<file path="config.mk">
export PLATFORM = sky130hd
export DESIGN_NAME = xfer_seq
export DESIGN_NICKNAME = d
export VERILOG_FILES = /design/src/rtl/xfer_seq_pkg.sv /design/src/rtl/xfer_fifo.sv /design/src/rtl/xfer_ctrl.sv /design/src/rtl/xfer_seq.sv
export SDC_FILE = /design/constraint.sdc
export NUM_CORES = 1
export LEC_CHECK = 0
export BUFFER_PORTS_ARGS = -buffer_cell sky130_fd_sc_hd__clkbuf_2
export CORE_ASPECT_RATIO = 0.6
export CORE_MARGIN = 8
export CORE_UTILIZATION = 50
export DETAILED_ROUTE_END_ITERATION = 12
export PLACE_DENSITY = 0.74
export SYNTH_ARGS = -nofsm -noshare
export SYNTH_HDL_FRONTEND = slang
export SYNTH_SLANG_ARGS = --single-unit
export TNS_END_PERCENT = 30
</file>
<file path="constraint.sdc">
create_clock -name clk -period 8.4 [get_ports clk]
set_input_delay 0.42 -clock clk [delete_from_list [all_inputs] [get_ports clk]]
set_output_delay 0.42 -clock clk [all_outputs]
set_load 0.01 [all_outputs]
</file>
<file path="src/rtl/xfer_seq_pkg.sv">
package xfer_seq_pkg;

    localparam int SEG_W = 5;   // holds segment lengths 1..16

    typedef enum logic [1:0] {
        XM_M2M = 2'd0,
        XM_P2M = 2'd1,
        XM_M2P = 2'd2
    } xmode_e;

    typedef enum logic [2:0] {
        ST_IDLE,
        ST_WAIT,
        ST_RD,
        ST_WR,
        ST_DONE
    } xstate_e;

    typedef struct packed {
        xmode_e             mode;
        logic [SEG_W-1:0]   chunk;
        logic [SEG_W-1:0]   burst;
    } seg_cfg_t;

    function automatic logic [SEG_W-1:0] sel_len(input logic [2:0] sel);
        if (sel >= 3'd4)
            return SEG_W'(16);
        return SEG_W'(1) << sel;
    endfunction

    function automatic xmode_e decode_mode(input logic [1:0] m);
        if (m == 2'd3)
            return XM_M2M;
        return xmode_e'(m);
    endfunction

endpackage

</file>
<file path="src/rtl/xfer_fifo.sv">
module xfer_fifo #(
    parameter int DW    = 8,
    parameter int DEPTH = 16,
    localparam int AW   = (DEPTH > 1) ? $clog2(DEPTH) : 1,
    localparam int CW   = $clog2(DEPTH + 1)
) (
    input  logic          clk,
    input  logic          rst,
    input  logic          clr,
    input  logic          push,
    input  logic          pop,
    input  logic [DW-1:0] din,
    output logic [DW-1:0] dout,
    output logic [CW-1:0] count
);

    logic [DW-1:0] mem [DEPTH];
    logic [AW-1:0] wp, rp;

    function automatic logic [AW-1:0] nxt(input logic [AW-1:0] p);
        return (p == AW'(DEPTH - 1)) ? '0 : p + AW'(1);
    endfunction

    always_ff @(posedge clk) begin
        if (rst || clr) begin
            wp    <= '0;
            rp    <= '0;
            count <= '0;
        end else begin
            if (push) wp <= nxt(wp);
            if (pop)  rp <= nxt(rp);
            case ({push, pop})
                2'b10:   count <= count + CW'(1);
                2'b01:   count <= count - CW'(1);
                default: count <= count;
            endcase
        end
    end

    always_ff @(posedge clk) begin
        if (push && !clr) mem[wp] <= din;
    end

    assign dout = mem[rp];

    AST_NO_OVERFLOW: assert property (@(posedge clk) disable iff (rst)
        (push && !clr) |-> (count < CW'(DEPTH) || pop)) else $error("fifo overflow");
    AST_NO_UNDERFLOW: assert property (@(posedge clk) disable iff (rst)
        (pop && !clr) |-> (count != '0)) else $error("fifo underflow");

endmodule

</file>
<file path="src/rtl/xfer_ctrl.sv">
module xfer_ctrl
    import xfer_seq_pkg::*;
#(
    parameter int UBW = 8,
    parameter int BLW = 8,
    parameter int CW  = 5
) (
    input  logic           clk,
    input  logic           rst,
    input  logic           chan_en,
    input  logic           trig,
    input  logic [1:0]     mode_i,
    input  logic [UBW-1:0] ublen_i,
    input  logic [BLW-1:0] blen_i,
    input  logic [2:0]     chunk_sel,
    input  logic [2:0]     burst_sel,
    input  logic [CW-1:0]  fcount,
    output logic           src_rd,
    output logic           dst_wr,
    output logic           push,
    output logic           pop,
    output logic           fifo_clr,
    output xmode_e         mode_o,
    output logic [UBW-1:0] elem_left,
    output logic [BLW:0]   ublk_left,
    output logic           eob
);

    xstate_e          st, st_n;
    seg_cfg_t         cfg, cfg_n;
    logic [UBW-1:0]   ublen_q, ublen_n, elem_q, elem_n, rem_after;
    logic [BLW:0]     ublk_q, ublk_n;
    logic [SEG_W-1:0] seg_len, seg_len_n, seg_left, seg_left_n, wr_len;
    logic             eob_q, eob_n, ub_end, go_wr;
    int               fa_push, fa_pop;

    function automatic logic [SEG_W-1:0] clip(input logic [SEG_W-1:0] len,
                                              input logic [UBW-1:0]   left);
        if (left < UBW'(len))
            return SEG_W'(left);
        return len;
    endfunction

    always_comb begin
        st_n       = st;
        cfg_n      = cfg;
        ublen_n    = ublen_q;
        elem_n     = elem_q;
        ublk_n     = ublk_q;
        seg_len_n  = seg_len;
        seg_left_n = seg_left;
        eob_n      = 1'b0;
        ub_end     = 1'b0;
        go_wr      = 1'b0;
        wr_len     = seg_len;
        fa_push    = int'(fcount) + 1;
        fa_pop     = int'(fcount) - 1;
        rem_after  = elem_q - UBW'(seg_len);

        case (st)
            ST_IDLE: if (chan_en) begin
                cfg_n.mode  = decode_mode(mode_i);
                cfg_n.chunk = sel_len(chunk_sel);
                cfg_n.burst = sel_len(burst_sel);
                ublen_n     = ublen_i;
                elem_n      = ublen_i;
                ublk_n      = {1'b0, blen_i} + (BLW+1)'(1);
                if (decode_mode(mode_i) == XM_M2M) begin
                    st_n       = ST_RD;
                    seg_len_n  = clip(sel_len(burst_sel), ublen_i);
                    seg_left_n = clip(sel_len(burst_sel), ublen_i);
                end else begin
                    st_n = ST_WAIT;
                end
            end
            ST_WAIT: if (trig) begin
                st_n       = ST_RD;
                seg_len_n  = clip(cfg.chunk, elem_q);
                seg_left_n = clip(cfg.chunk, elem_q);
            end
            ST_RD: begin
                seg_left_n = seg_left - SEG_W'(1);
                if (seg_left == SEG_W'(1)) begin
                    elem_n = rem_after;
                    case (cfg.mode)
                        XM_M2M: begin
                            go_wr  = 1'b1;
                            wr_len = seg_len;
                        end
                        XM_P2M: begin
                            if (fa_push >= int'(cfg.burst)) begin
                                go_wr  = 1'b1;
                                wr_len = cfg.burst;
                            end else if (rem_after == '0) begin
                                go_wr  = 1'b1;
                                wr_len = SEG_W'(fa_push);
                            end else begin
                                st_n = ST_WAIT;
                            end
                        end
                        default: begin
                            if (rem_after == '0) ub_end = 1'b1;
                            else                 st_n   = ST_WAIT;
                        end
                    endcase
                end
            end
            ST_WR: begin
                seg_left_n = seg_left - SEG_W'(1);
                if (seg_left == SEG_W'(1)) begin
                    if (cfg.mode == XM_M2M) begin
                        if (elem_q == '0) begin
                            ub_end = 1'b1;
                        end else begin
                            st_n       = ST_RD;
                            seg_len_n  = clip(cfg.burst, elem_q);
                            seg_left_n = clip(cfg.burst, elem_q);
                        end
                    end else if (fa_pop >= int'(cfg.burst)) begin
                        go_wr  = 1'b1;
                        wr_len = cfg.burst;
                    end else if (elem_q == '0 && fa_pop != 0) begin
                        go_wr  = 1'b1;
                        wr_len = SEG_W'(fa_pop);
                    end else if (elem_q == '0) begin
                        ub_end = 1'b1;
                    end else begin
                        st_n = ST_WAIT;
                    end
                end
            end
            default: ;
        endcase

        if (go_wr) begin
            st_n       = ST_WR;
            seg_len_n  = wr_len;
            seg_left_n = wr_len;
        end

        if (ub_end) begin
            if (ublk_q == (BLW+1)'(1)) begin
                ublk_n = '0;
                eob_n  = 1'b1;
                st_n   = ST_DONE;
            end else begin
                ublk_n = ublk_q - (BLW+1)'(1);
                elem_n = ublen_q;
                if (cfg.mode == XM_M2M) begin
                    st_n       = ST_RD;
                    seg_len_n  = clip(cfg.burst, ublen_q);
                    seg_left_n = clip(cfg.burst, ublen_q);
                end else begin
                    st_n = ST_WAIT;
                end
            end
        end

        if (!chan_en && st != ST_IDLE) begin
            st_n  = ST_IDLE;
            eob_n = 1'b0;
        end
    end

    always_ff @(posedge clk) begin
        if (rst) begin
            st       <= ST_IDLE;
            cfg      <= '0;
            ublen_q  <= '0;
            elem_q   <= '0;
            ublk_q   <= '0;
            seg_len  <= '0;
            seg_left <= '0;
            eob_q    <= 1'b0;
        end else begin
            st       <= st_n;
            cfg      <= cfg_n;
            ublen_q  <= ublen_n;
            elem_q   <= elem_n;
            ublk_q   <= ublk_n;
            seg_len  <= seg_len_n;
            seg_left <= seg_left_n;
            eob_q    <= eob_n;
        end
    end

    assign src_rd    = (st == ST_RD);
    assign dst_wr    = (st == ST_WR) || (st == ST_RD && cfg.mode == XM_M2P);
    assign push      = (st == ST_RD) && (cfg.mode != XM_M2P);
    assign pop       = (st == ST_WR);
    assign fifo_clr  = (st == ST_IDLE);
    assign mode_o    = cfg.mode;
    assign elem_left = elem_q;
    assign ublk_left = ublk_q;
    assign eob       = eob_q;

    AST_CFG_STABLE: assert property (@(posedge clk) disable iff (rst)
        (st != ST_IDLE && $past(st) != ST_IDLE) |-> ($stable(cfg) && $stable(ublen_q)))
        else $error("config moved mid-block");
    AST_SEG_LIMIT: assert property (@(posedge clk) disable iff (rst)
        (st == ST_RD && cfg.mode != XM_M2M) |-> (seg_len <= cfg.chunk))
        else $error("chunk too long");
    AST_ELEM_BOUND: assert property (@(posedge clk) disable iff (rst)
        elem_q <= ublen_q) else $error("element count above length");
    AST_EOB_DRAINED: assert property (@(posedge clk) disable iff (rst)
        eob |-> (ublk_q == '0 && elem_q == '0 && fcount == '0))
        else $error("end pulse with work left");
    AST_EOB_SINGLE: assert property (@(posedge clk) disable iff (rst)
        eob |=> !eob) else $error("end pulse too long");

endmodule

</file>
<file path="src/rtl/xfer_seq.sv">
module xfer_seq
    import xfer_seq_pkg::*;
#(
    parameter int DW    = 8,
    parameter int UBW   = 8,
    parameter int BLW   = 8,
    parameter int DEPTH = 16,
    localparam int CW   = $clog2(DEPTH + 1)
) (
    input  logic           clk,
    input  logic           rst,
    input  logic           chan_en,
    input  logic           trig,
    input  logic [1:0]     mode_i,
    input  logic [UBW-1:0] ublen_i,
    input  logic [BLW-1:0] blen_i,
    input  logic [2:0]     chunk_sel,
    input  logic [2:0]     burst_sel,
    input  logic [DW-1:0]  src_data,
    output logic           src_rd,
    output logic           dst_wr,
    output logic [DW-1:0]  dst_data,
    output logic [UBW-1:0] elem_left,
    output logic [BLW:0]   ublk_left,
    output logic           eob
);

    logic          push, pop, fifo_clr;
    logic [CW-1:0] fcount;
    logic [DW-1:0] fifo_dout;
    xmode_e        mode_q;

    xfer_ctrl #(.UBW(UBW), .BLW(BLW), .CW(CW)) u_ctrl (
        .clk       (clk),
        .rst       (rst),
        .chan_en   (chan_en),
        .trig      (trig),
        .mode_i    (mode_i),
        .ublen_i   (ublen_i),
        .blen_i    (blen_i),
        .chunk_sel (chunk_sel),
        .burst_sel (burst_sel),
        .fcount    (fcount),
        .src_rd    (src_rd),
        .dst_wr    (dst_wr),
        .push      (push),
        .pop       (pop),
        .fifo_clr  (fifo_clr),
        .mode_o    (mode_q),
        .elem_left (elem_left),
        .ublk_left (ublk_left),
        .eob       (eob)
    );

    xfer_fifo #(.DW(DW), .DEPTH(DEPTH)) u_fifo (
        .clk   (clk),
        .rst   (rst),
        .clr   (fifo_clr),
        .push  (push),
        .pop   (pop),
        .din   (src_data),
        .dout  (fifo_dout),
        .count (fcount)
    );

    assign dst_data = (mode_q == XM_M2P) ? src_data : fifo_dout;

endmodule

</file>
# [Yosys cells after proc, flatten, opt, wreduce, memory -nomap -nowiden]
# Memory sizes are Yosys's and may differ from the RTL's. A register that Yosys moved wholly into a read port is not among the register bits.
# Cells that the tools add are included.
[op_classes] n_reduce_logical=26 eq_ne=22 bitwise=1 order_cmp=8 n_mux=132 shifts=2 addsub=10
[ops] operator="$mux W5" n=44
[ops] operator="$ge A32 B6 Y1" n=2
[ops] operator="$mux W1" n=45
[ops] operator="$mux W3" n=14
[ops] operator="$mux W8" n=5
[ops] operator="$mux W9" n=4
[ops] operator="$lt A8 B5 Y1" n=4
[ops] operator="$reduce_bool A32 Y1" n=1
[ops] operator="$pmux W5 S2" n=2
[ops] operator="$pmux W5 S4" n=1
[ops] operator="$logic_not A8 Y1" n=2
[ops] operator="$mux W4" n=4
[ops] operator="$pmux W8 S2" n=1
[ops] operator="$pmux W5 S3" n=1
[ops] operator="$mux W2" n=6
[ops] operator="$ne A4 B4 Y1 const B" n=3
[ops] operator="$pmux W3 S4" n=1
[ops] operator="$ne A5 B5 Y1 const B" n=2
[ops] operator="$reduce_and A10 Y1" n=1
[ops] operator="$shl A1 B3 Y5 const A" n=2
[ops] operator="$sub A5 B1 Y5 const B" n=2
[ops] operator="$add A8 B1 Y9 const B" n=1
[ops] operator="$eq A9 B1 Y1 const B" n=1
[ops] operator="$sub A9 B1 Y9 const B" n=1
[ops] operator="other kinds (30)" n=51
[totals] elab_cells=215 ram_bits=128 regBits=64 mem_count=1 inputBits=36 out_inout_bits=28
[memory_table] name="u_fifo.mem" words=16 word_bits=8 read_ports=1 rd_clocked_by_memory_dff=1 wr=1 line_no="xfer_fifo.sv:17" rtl="logic [DW-1:0] mem [DEPTH];"

# [Depth between registers and ports, before layout]
[depth] word_depth=28 mapped_depth=17 mapped_depth_nobuf=14

# [By module]
# Synthesis repeated with hierarchy kept, for this count alone.
[hier_totals] hier_cells=995 hier_area_um2=10789.1
[by_module_without_submodules] mod="xfer_fifo" cells_per_inst=311 instances=1 seq_area_each_um2=4184.0 area_per_inst_um2=5846.9
[by_module_without_submodules] mod="xfer_ctrl" cells_per_inst=674 instances=1 seq_area_each_um2=1021.0 area_per_inst_um2=4797.1
[by_module_without_submodules] mod="xfer_seq" cells_per_inst=10 instances=1 seq_area_each_um2=0.0 area_per_inst_um2=145.1

# [Least setup slack after synthesis]
# Ideal clock, no wire load.
[synth_path] path_kind="reg2reg" startpoint="register u_ctrl.elem_q[0], in the netlist u_ctrl.elem_left[0]" endpoint="register u_ctrl.st[1]" path_slack_ps=5031 t_arrival_ps=3253 path_buffers=1 t_required_ps=8284 setup_time_ps=116 path_stages_with_launch=14 cell_sequence="dfxtp_1 -> inv_1 -> ha_1 -> fa_1 -> nand2b_1 -> a21oi_1 -> nand3b_1 -> a2111oi_4 -> a31oi_2 -> or3_1 -> buf_6 -> nand2b_2 -> a311oi_1 -> a31o_1"
[synth_between] elab_chain_cells=9 word_cells_on_any_way=39 classes_between="add/sub (1); eq/ne (9); mux (24); reduce/logical (5)"
[synth_rtl] element="start, declared" line_no="xfer_ctrl.sv:31" rtl="logic [UBW-1:0] ublen_q, ublen_n, elem_q, elem_n, rem_after;"
[synth_rtl] element="start signal, assigned" line_no="xfer_ctrl.sv:179" rtl="elem_q <= elem_n;"
[synth_rtl] element="$sub A8 B5 Y8 / $logic_not A8 Y1 (equally long branches)"
[synth_rtl] element="$logic_not A8 Y1, or another cell as far along" line_no="xfer_ctrl.sv:94, xfer_ctrl.sv:102"
[synth_rtl] element="$mux W1, or another cell as far along" line_no="xfer_ctrl.sv:94, xfer_ctrl.sv:102"
[synth_rtl] element="$mux W1, or another cell as far along" line_no="xfer_ctrl.sv:91" rtl="if (fa_push >= int'(cfg.burst)) begin"
[synth_rtl] element="$pmux W1 S2, or another cell as far along" line_no="xfer_ctrl.sv:85" rtl="case (cfg.mode)"
[synth_rtl] element="$mux W1, or another cell as far along" line_no="xfer_ctrl.sv:83" rtl="if (seg_left == SEG_W'(1)) begin"
[synth_rtl] element="$pmux W1 S2 / $pmux W3 S4 (equally long branches)"
[synth_rtl] element="$ne A5 B5 Y1 (no line), or another cell as far along"
[synth_rtl] element="$reduce_and A10 Y1 (no line) / $mux W3 (equally long branches)"
[synth_rtl] element="end signal, assigned" line_no="xfer_ctrl.sv:176" rtl="st <= st_n;"
[synth_rtl] element="end, declared" line_no="xfer_ctrl.sv:29" rtl="xstate_e st, st_n;"
# Parallel ways exist; a longest one is shown, timed or not. The select of a mux whose other input is x is not followed.
# A chain may end at the register's enable or synchronous reset.

# [Final worst setup path]
[layout_path] startpoint="register u_ctrl.elem_q[0], in the netlist u_ctrl.elem_left[0]" endpoint="register u_ctrl.seg_len[0]"
[layout_between] elab_chain_cells=15 word_cells_on_any_way=53 classes_between="add/sub (1); order compare (2); mux (47); reduce/logical (3)"
[layout_rtl] element="$lt A8 B5 Y1" line_no="xfer_ctrl.sv:39" rtl="if (left < UBW'(len))"
[layout_rtl] element="$mux W1" line_no="xfer_ctrl.sv:39"
[layout_rtl] element="$mux W1" line_no="xfer_ctrl.sv:112" rtl="if (elem_q == '0) begin"
[layout_rtl] element="$mux W1" line_no="xfer_ctrl.sv:111" rtl="if (cfg.mode == XM_M2M) begin"
[layout_rtl] element="$mux W1" line_no="xfer_ctrl.sv:110" rtl="if (seg_left == SEG_W'(1)) begin"
[layout_rtl] element="$mux W1" line_no="xfer_ctrl.sv:60" rtl="case (st)"
[layout_rtl] element="$mux W5" line_no="xfer_ctrl.sv:41" rtl="return len;"
[layout_rtl] element="$mux W5" line_no="xfer_ctrl.sv:112"
[layout_rtl] element="$mux W5" line_no="xfer_ctrl.sv:111"
[layout_rtl] element="$mux W5" line_no="xfer_ctrl.sv:110"
[layout_rtl] element="$pmux W5 S3" line_no="xfer_ctrl.sv:60"
[layout_rtl] element="$mux W5" line_no="xfer_ctrl.sv:135" rtl="if (go_wr) begin"
[layout_rtl] element="$mux W5" line_no="xfer_ctrl.sv:149" rtl="if (cfg.mode == XM_M2M) begin"
[layout_rtl] element="$mux W5" line_no="xfer_ctrl.sv:142" rtl="if (ublk_q == (BLW+1)'(1)) begin"
[layout_rtl] element="$mux W5 *" line_no="xfer_ctrl.sv:141" rtl="if (ub_end) begin"
[layout_rtl] element="end signal, assigned" line_no="xfer_ctrl.sv:181" rtl="seg_len <= seg_len_n;"
[layout_rtl] element="end, declared" line_no="xfer_ctrl.sv:33" rtl="logic [SEG_W-1:0] seg_len, seg_len_n, seg_left, seg_left_n, wr_len;"
# Mark *: on every way between the ends. The rest lies on a longest branch, timed or not. The select of a mux whose other input is x is not followed.

==> results.json <==
{
  "outcome": "finished clean",
  "whs_ps": 243,
  "core_area_sq_um": 20900,
  "grt_max_degree": 46,
  "drv_slew": 0,
  "period_needed_ps": 4480,
  "critical_path_class": "reg2reg",
  "clkSinkCount": 196,
  "maxCapViolations": 0,
  "crit_path_start_kind": "flip-flop",
  "vias": 7942,
  "final.setup_skew_ps": 15.1,
  "r2r-start": "u_ctrl.elem_left[0]",
  "final_net_count": 1088,
  "worst-r2r-cell-count": 12,
  "worstMarginPinSlew_ps": 1170,
  "drtAntennaViolNets": 0,
  "synth-edff-count": 128,
  "area_growth_syn_to_layout_pct": 10.7,
  "cts_tree": "done",
  "required_ps": 8740,
  "holdCritPathClass": "in2reg",
  "hpwlAfterDp_microns": 20500,
  "start_util_pct": 50.6,
  "ys_ff_latch": 196,
  "synth_top_area_share_pct": 36.4,
  "dr_wl_met2_microns": 10700,
  "syn_nets": 1042,
  "postLayoutCellArea_sq_um": 11700,
  "first_pass_iters": 8,
  "hold_path_depth": 3,
  "wl_met1_microns": 13300,
  "synth_ff_type": "edfxtp_1",
  "numCtsBuffers": 17,
  "worst_slack_ps": 3920,
  "powerDensity_nw_per_um2": 257,
  "synth.distinct_cells": 74,
  "setup_viol": 0,
  "yosysSeqAreaShare_pct": 49.3,
  "placedCellCount": 1261,
  "ir_drop_mv": 0.168,
  "dieArea_sq_um": 26200,
  "grt_pass1_vias": 7311,
  "wl_per_cell_microns": 21.8,
  "grt_pass1_wl_microns": 43600,
  "cellLeakagePower_nw": 4.12,
  "layout-drive-gt1-share_pct": 18.0,
  "grt_overflow": 0,
  "power_mw": 3.01,
  "synth_area_per_cell_sq_um": 11.1,
  "portBuffers": 63,
  "ys_warn_count": 0,
  "root_buffer": "clkbuf_16",
  "relSlewSlack_pct": 21.4,
  "grt.total_usage_pct": 21.7,
  "cp-end-kind": "flip-flop",
  "hold_viol": 0,
  "grt_antenna_before_repair": 0,
  "rsz0062_at_grt": "false",
  "fin_cells": 1293,
  "clk_pin_slew_ps": 70,
  "cts-htree-levels": 4,
  "clkLatencyLatePin_ps": 450,
  "rrSetupSlack_ps": 3920,
  "yosys-top-cells-area": "edfxtp_1 (36%), dfxtp_1 (13%), mux4_2 (8.5%)",
  "drt_iter0_drc": 1064,
  "fillerInstances": 1745,
  "post_cts_resized": 0,
  "remaining_drc_errors": 0,
  "postCtsHoldBufs": 0,
  "synth_largest_area_cell": "edfxtp_1",
  "ioPinCount": 64,
  "syn_inst": 955,
  "worstPathArrival_ps": 4820,
  "dieWidth_microns": 204,
  "antennaDiodeCount": 0,
  "postPlaceCellArea_sq_um": 11100,
  "cts_setup_buffers": 0,
  "via_per_inst": 6.14,
  "fin_util_pct": 56.0,
  "place_congestion": 0.984,
  "max_freq_mhz": 223,
  "r2r-end": "u_ctrl.seg_len[0]",
  "fin_crit_sh_pct": 53.3,
  "wl_met3_microns": 3760,
  "setup_tns_ps": 0,
  "syn_area_sq_um": 10600,
  "maxUsedRoutingLayer": "met5",
  "synth_common_cells": "edfxtp_1 (128), nand2_1 (101), a21oi_1 (88)",
  "synth_most_common_cell": "edfxtp_1",
  "num_rows": 41,
  "die_h_microns": 129,
  "worstHoldStart": "chunk_sel[2]",
  "place_ws_ps": 4050,
  "routed_wirelength_microns": 28200,
  "holdPathEnd": "u_ctrl.cfg[9]",
  "crit_path_max_fanout": 17,
  "cts_max_path_buffers": 2,
  "ys_async_sr_fraction_pct": 0
}
layout by cell type (no fill, tap or decap), types with 16 or more instances in the layout:
master	count
edfxtp_1	128
nand2_1	101
a21oi_1	88
nor2_1	87
dfxtp_1	67
clkbuf_2	63
ha_1	49
inv_1	45
mux4_2	40
o21ai_0	31
nor3_1	19
mux2i_1	18
clkbuf_16	17
a211oi_1	16
cells by family (layout without fill, tap and decap cells):
group,Yosys count,after routing,synth area share (%)
compound gates,227,227,14.0
simple gates,293,293,13.1
buf+inv,90,149,3.60
flops,196,196,49.3
mux,70,70,11.5
fa+ha+maj,51,51,6.18
xor+xnor,28,28,2.32
worst max-delay path by stage:
stage / startpoint / end / cells after the start
after global routing: u_ctrl.elem_left[0] / u_ctrl.seg_left[0] / 12
after global placement: u_ctrl.elem_left[0] / u_ctrl.seg_left[2] / 12
after floorplan: u_ctrl.elem_left[0] / u_ctrl.st[1] / 13
final: u_ctrl.elem_left[0] / u_ctrl.seg_len[0] / 12
after detailed placement: u_ctrl.elem_left[0] / u_ctrl.seg_left[2] / 12
after CTS: u_ctrl.elem_left[0] / u_ctrl.seg_len[0] / 12
worst max-delay path, cell delays in order, from the launching register on:
cell and delay, ps:
dfxtp_1 490, inv_1 80, ha_1 220, fa_1 420, nand2b_1 170, a21oi_1 290
nand3b_1 180, a2111oi_4 740, a31oi_2 210, and4bb_1 910, and2_4 350, nor3_2 80
a211oi_1 230
sequential cells by signal, summed over array words and instances (netlist names), named ones only:
signal	flops
u_ctrl.st	3
u_fifo.mem	128
u_ctrl.ublk_left	9
u_ctrl.seg_left	5
u_ctrl.ublen_q	8
u_ctrl.mode_o	2
u_fifo.count	5
u_ctrl.elem_left	8
u_ctrl.eob	1
u_fifo.wp	4
u_fifo.rp	4
u_ctrl.cfg	10
u_ctrl.seg_len	5
where the power goes:
part	leakage [nW]	total [mW]	switching, mW	internal, mW
Sequential	1.71	1.18	0.0927	1.08
Clock	0.295	0.852	0.398	0.454
Combinational	2.12	0.983	0.613	0.370
layout make-up:
type / instances / area, sq um / share of cell area, %
Tap cell: 279 / 349 / 2.98
Clock buffer: 18 / 429 / 3.67
Timing Repair Buffer: 71 / 375 / 3.21
Inverter: 46 / 173 / 1.48
Clock inverter: 14 / 188 / 1.60
Multi-Input combinational cell: 669 / 4980 / 42.6
Sequential cell: 196 / 5210 / 44.5
layer usage:
layer  global-route usage (%)  up-vias
met2                     26.7      421
met4                     5.48        2
met1                     33.4     3821
li1                         -     3664
met5                     3.00        -
met3                     9.16       34
Note: power is estimated with default switching activity, not from simulation.
